<file path="config.mk">
export PLATFORM = sky130hd
export DESIGN_NAME = pwrup_rst_ctrl
export DESIGN_NICKNAME = d
export VERILOG_FILES = /design/src/rtl/pwrup_pkg.sv /design/src/rtl/mclr_sync.sv /design/src/rtl/mclr_source_sel.sv /design/src/rtl/drt_counter.sv /design/src/rtl/reset_latch.sv /design/src/rtl/pwrup_rst_ctrl.sv
export SDC_FILE = /design/constraint.sdc
export NUM_CORES = 1
export LEC_CHECK = 0
export CORE_AREA = 2 2 47 49
export DETAILED_ROUTE_END_ITERATION = 12
export DIE_AREA = 0 0 49 51
export MAX_ROUTING_LAYER = met4
export PLACE_DENSITY = 0.81
export SLEW_MARGIN = 30
export SYNTH_ARGS = -nofsm -noshare
export SYNTH_HDL_FRONTEND = slang
export SYNTH_SLANG_ARGS = --single-unit
</file>
<file path="constraint.sdc">
create_clock -name clk_i -period 4.4 [get_ports clk_i]
set_clock_uncertainty 0.2 [all_clocks]
set_input_delay 1.1 -clock clk_i [delete_from_list [all_inputs] [get_ports clk_i]]
set_output_delay 1.1 -clock clk_i [all_outputs]
set_load 0.1 [all_outputs]
</file>
<file path="src/rtl/pwrup_pkg.sv">
package pwrup_pkg;

  // Width of a counter that must hold values 0 .. limit.
  function automatic int unsigned cnt_width(input int unsigned limit);
    int unsigned w;
    w = 1;
    while ((2 ** w) <= limit) w++;
    return w;
  endfunction

  // Edges from the first edge that sees the pin high to the release edge.
  function automatic int unsigned release_edges(input bit pin_mode,
                                                input int unsigned sync_stages,
                                                input int unsigned startup);
    return pin_mode ? (startup + sync_stages) : startup;
  endfunction

  // Number of synchronizer stages used by the master-clear path.
  localparam int unsigned MCLR_SYNC_STAGES = 2;

endpackage

</file>
<file path="src/rtl/mclr_sync.sv">
module mclr_sync #(
  parameter int unsigned STAGES = 2
) (
  input  logic clk_i,
  input  logic por_i,
  input  logic async_i,
  output logic sync_o
);
  logic [STAGES-1:0] chain_q;

  // The chain clears to 0 on power-on, so the pin reads "held low" until sampled.
  always_ff @(posedge clk_i or posedge por_i) begin
    if (por_i) chain_q <= '0;
    else       chain_q <= {chain_q[STAGES-2:0], async_i};
  end

  assign sync_o = chain_q[STAGES-1];

  // the output moves only to a value the chain held one cycle before
  sync_follow_chk: assert property (@(posedge clk_i) disable iff (por_i)
    $rose(sync_o) |-> $past(chain_q[STAGES-2]));

endmodule

</file>
<file path="src/rtl/mclr_source_sel.sv">
module mclr_source_sel (
  input  logic pin_mode_i,
  input  logic pin_level_i,
  output logic mclr_eff_o,
  output logic pin_is_gpio_o
);
  always_comb begin
    if (pin_mode_i) begin
      mclr_eff_o    = pin_level_i;
      pin_is_gpio_o = 1'b0;
    end else begin
      mclr_eff_o    = 1'b1;
      pin_is_gpio_o = 1'b1;
    end
  end
endmodule

</file>
<file path="src/rtl/drt_counter.sv">
module drt_counter #(
  parameter int unsigned STARTUP_CYCLES = 18000
) (
  input  logic clk_i,
  input  logic por_i,
  input  logic run_i,
  input  logic clear_i,
  output logic timeout_o
);
  import pwrup_pkg::*;

  localparam int unsigned CW = cnt_width(STARTUP_CYCLES);
  localparam logic [CW-1:0] LAST = CW'(STARTUP_CYCLES - 1);

  logic [CW-1:0] count_q;
  logic          at_last;

  assign at_last   = (count_q == LAST);
  assign timeout_o = run_i && !clear_i && at_last;

  always_ff @(posedge clk_i or posedge por_i) begin
    if (por_i)                 count_q <= '0;
    else if (clear_i)          count_q <= '0;
    else if (timeout_o)        count_q <= '0;
    else if (run_i)            count_q <= count_q + 1'b1;
  end


  clear_zero_chk: assert property (@(posedge clk_i) disable iff (por_i)
    clear_i |=> (count_q == '0));


  no_overrun_chk: assert property (@(posedge clk_i) disable iff (por_i)
    count_q <= LAST);


  idle_hold_chk: assert property (@(posedge clk_i) disable iff (por_i)
    (!run_i && !clear_i) |=> $stable(count_q));

endmodule

</file>
<file path="src/rtl/reset_latch.sv">
module reset_latch (
  input  logic clk_i,
  input  logic por_i,
  input  logic mclr_eff_i,
  input  logic timeout_i,
  output logic in_reset_o
);
  logic latch_q;

  always_ff @(posedge clk_i or posedge por_i) begin
    if (por_i)            latch_q <= 1'b1;
    else if (!mclr_eff_i) latch_q <= 1'b1;
    else if (timeout_i)   latch_q <= 1'b0;
  end

  assign in_reset_o = latch_q;


  timeout_release_chk: assert property (@(posedge clk_i) disable iff (por_i)
    timeout_i |=> !latch_q);


  mclr_low_sets_chk: assert property (@(posedge clk_i) disable iff (por_i)
    !mclr_eff_i |=> latch_q);

endmodule

</file>
<file path="src/rtl/pwrup_rst_ctrl.sv">
module pwrup_rst_ctrl #(
  parameter int unsigned STARTUP_CYCLES = 18000
) (
  input  logic clk_i,
  input  logic por_i,
  input  logic mclr_pin_n_i,
  input  logic mclr_sel_i,
  output logic core_rst_o,
  output logic pin_is_gpio_o
);
  import pwrup_pkg::*;

  logic pin_synced;
  logic mclr_eff;
  logic in_reset;
  logic timeout_hit;
  logic count_run;
  logic count_clear;

  mclr_sync #(.STAGES(MCLR_SYNC_STAGES)) u_sync (
    .clk_i   (clk_i),
    .por_i   (por_i),
    .async_i (mclr_pin_n_i),
    .sync_o  (pin_synced)
  );

  mclr_source_sel u_sel (
    .pin_mode_i    (mclr_sel_i),
    .pin_level_i   (pin_synced),
    .mclr_eff_o    (mclr_eff),
    .pin_is_gpio_o (pin_is_gpio_o)
  );

  assign count_run   = in_reset && mclr_eff;
  assign count_clear = !mclr_eff;

  drt_counter #(.STARTUP_CYCLES(STARTUP_CYCLES)) u_drt (
    .clk_i     (clk_i),
    .por_i     (por_i),
    .run_i     (count_run),
    .clear_i   (count_clear),
    .timeout_o (timeout_hit)
  );

  reset_latch u_latch (
    .clk_i      (clk_i),
    .por_i      (por_i),
    .mclr_eff_i (mclr_eff),
    .timeout_i  (timeout_hit),
    .in_reset_o (in_reset)
  );

  assign core_rst_o = in_reset || por_i;


  release_needs_mclr_chk: assert property (@(posedge clk_i) disable iff (por_i)
    $fell(core_rst_o) |-> $past(mclr_eff));


  running_stays_chk: assert property (@(posedge clk_i) disable iff (por_i)
    (!core_rst_o && mclr_eff) |=> !core_rst_o);


  always_comb begin
    if (por_i) por_forces_chk: assert (core_rst_o);
  end

endmodule

</file>
==> results.json <==
{
  "fmaxAchievable_ghz": 0.2941,
  "dr.pass1.iters": 5,
  "cts_setup_buffers": 0,
  "p_comb_share_pct": 18.8,
  "diodes": 0,
  "drt-initial-drc-count": 33,
  "cts_num_sinks": 18,
  "wl_per_cell_um": 15.96,
  "io_pins": 6,
  "clockBufferDepth": 2,
  "grt_pass1_vias": 742,
  "numCtsBuffers": 3,
  "synth.avg_cell_area_um2": 9.355,
  "synth-seq-area-share_pct": 44.29,
  "start_kind": "primary input",
  "power_switching_uw": 119.1,
  "grt_overflow": 0,
  "p_sw_share_pct": 31.12,
  "hold_path_class": "register to register",
  "setup_viol": 0,
  "internal_power_uw": 263.7,
  "setup_tns_ns": 0,
  "worst_ep_required_time_ns": 3.10,
  "rsz0062_at_grt": "false",
  "hold_viol": 0,
  "ctsResizeCount": 0,
  "totalWireLength_um": 2219,
  "synth_largest_area_cell": "dfrtp_1",
  "cp.arrival_ns": 2.10,
  "synthTopCellsByArea": "dfrtp_1 42%, and4_1 5.2%, a31oi_1 4.9%",
  "die-area_um2": 2499,
  "tightest_slew_ns": 0.5422,
  "synthTopCellsByCount": "17 x dfrtp_1, 11 x nand2_1, 8 x a31oi_1",
  "period_minus_slack_ns": 3.400,
  "grt_pass1_wl_um": 3588,
  "syn-num-nets": 114,
  "end_kind": "primary output",
  "instances_no_fill": 139,
  "slowest_delay_ns": 0.45,
  "cts_tree": "built",
  "row_count": 17,
  "clk_latency_ns": 0.30,
  "p_clk_share_pct": 26.3,
  "hpwlAfterDp_um": 1514,
  "dieWidth_um": 49,
  "synth_flop_cell": "dfrtp_1",
  "htree_num_levels": 1,
  "use_met3_pct": 3.509,
  "cpMaxStageDelayCell": "clkdlybuf4s50_1",
  "leakage_uw": 0.0004595,
  "synth_most_common_cell": "dfrtp_1",
  "drive_gt1_share_pct": 11.71,
  "critPathMaxFanout": 19,
  "powerDensity_nw_per_um2": 342.2,
  "num_vias": 865,
  "numPortBuffers": 5,
  "synth_area_um2": 1020,
  "nFillCells": 191,
  "cts.clk_slew.worst_paths_ns": 0.10,
  "synthArstFlopShare_pct": 100.0,
  "synth_cells": 109,
  "drc": 0,
  "ant_nets": 0,
  "hold_buffers": 0,
  "synth_top_area_share_pct": 41.72,
  "status": "completed",
  "area_growth_pct": 9.693,
  "met1_usage_pct": 26.43,
  "power_frac_seq_pct": 54.9,
  "antenna_found_initial": 0,
  "ys_types": 34,
  "crit_type": "primary input to primary output",
  "initial_utilization_pct": 49.42,
  "synth_edf_count": 0,
  "use_met2_pct": 29.68,
  "gp_congestion": 0.8719,
  "grt_max_degree": 20,
  "via_per_inst": 6.223,
  "synth_warnings": 0,
  "cts_root_buffer": "clkbuf_4",
  "coreArea_um2": 2063,
  "synth_seq_cells": 18,
  "grt_busiest_layer": "met2",
  "max_slew_margin_pct": 63.78,
  "ir_drop_mv": 0.2464,
  "nets": 117,
  "fin_crit_sh_pct": 77.28,
  "placedCellCount": 135,
  "grt_usage_pct": 19.92,
  "slew_violations": 0,
  "die_h_um": 51,
  "cap_violations": 0,
  "crit_chain": "clkdlybuf4s50_1 -> inv_1 -> buf_4 -> nand2_1 -> buf_12"
}
worst paths after layout:
path | startpoint | end | slack, ns | depth (start not counted)
max in group asynchronous | por_i | u_latch.in_reset_o | 2.83 | 3
setup reg to reg | u_drt.count_q[8] | u_drt.count_q[10] | 2.17 | 4
min in group asynchronous | por_i | u_drt.count_q[5] | 0.91 | 3
hold reg to reg | u_sync.chain_q[0] | u_sync.chain_q[1] | 0.16 | 0
setup / recovery | por_i | core_rst_o | 1.0 | 5
hold / removal | u_sync.chain_q[0] | u_sync.chain_q[1] | 0.16 | 0
power groups by stage:
stage | Clock [uW] | Combinational (uW) | Sequential [uW]
after floorplan | 0 | 59.0 | 203
after global placement | 0 | 69.9 | 210
after detailed placement | 0 | 71.9 | 211
after CTS | 104 | 71.8 | 210
after global routing | 111 | 80.2 | 213
final | 101 | 71.9 | 210
placed cells by master (no fill, tap or decap), types with 4 or more instances in the layout:
master,instances
inv_1,4
and4_1,6
nand4_1,5
a21oi_1,5
a31oi_1,8
dfrtp_1,17
o21ai_1,6
nor2_1,4
nand2_1,11
nand3_1,7
flip-flops by register name, indices dropped and copies added (netlist names):
signal and flops:
u_sync.chain_q 2, u_drt.count_q 15, u_latch.in_reset_o 1
per-layer routing:
layer,up-vias,share of wire [%]
li1,412,-
met1,424,44
met2,22,48
met3,7,5.0
met4,0,2.5
met5,-,0
cells by family after synthesis:
| family | share of synthesized area, % |
|---|---|
| fa+ha+maj | 1.227 |
| mux | 1.104 |
| compound gates | 16.57 |
| simple gates | 29.08 |
| flops | 44.30 |
| buf+inv | 5.152 |
| xor+xnor | 2.577 |
worst max-delay path, delay by kind of cell:
| kind | cells | cell delay (ns) |
|---|---|---|
| buf+inv | 4 | 0.86 |
| simple gates | 1 | 0.13 |
area by class of cell:
type | instances | area, um^2 | area share (%)
clock buffer | 4 | 36.28 | 3.244
inverter | 4 | 15.01 | 1.342
multi-input combinational | 79 | 515.5 | 46.09
sequential | 18 | 451.7 | 40.38
tap | 28 | 35.03 | 3.132
timing repair buffer | 6 | 65.06 | 5.817
through the flow:
| stage | area, um^2 | util, % | hold WS (ns) | power, uW | setup WS [ns] |
|---|---|---|---|---|---|
| 2_1_floorplan | 1020 | - | 0.1312 | 262.3 | 0.9014 |
| 3_3_place_gp | 1082 | 52.46 | 0.1320 | 280.4 | 0.9867 |
| 3_5_place_dp | 1082 | 52.46 | 0.1358 | 283.2 | 0.9795 |
| 4_1_cts | 1119 | 54.21 | 0.1565 | 385.7 | 0.9755 |
| 5_1_grt | 1119 | 54.21 | 0.1606 | 404.5 | 0.9314 |
| 6_report | 1119 | 54.21 | 0.1552 | 382.8 | 0.9998 |
Power figures use the tool's default switching activity.
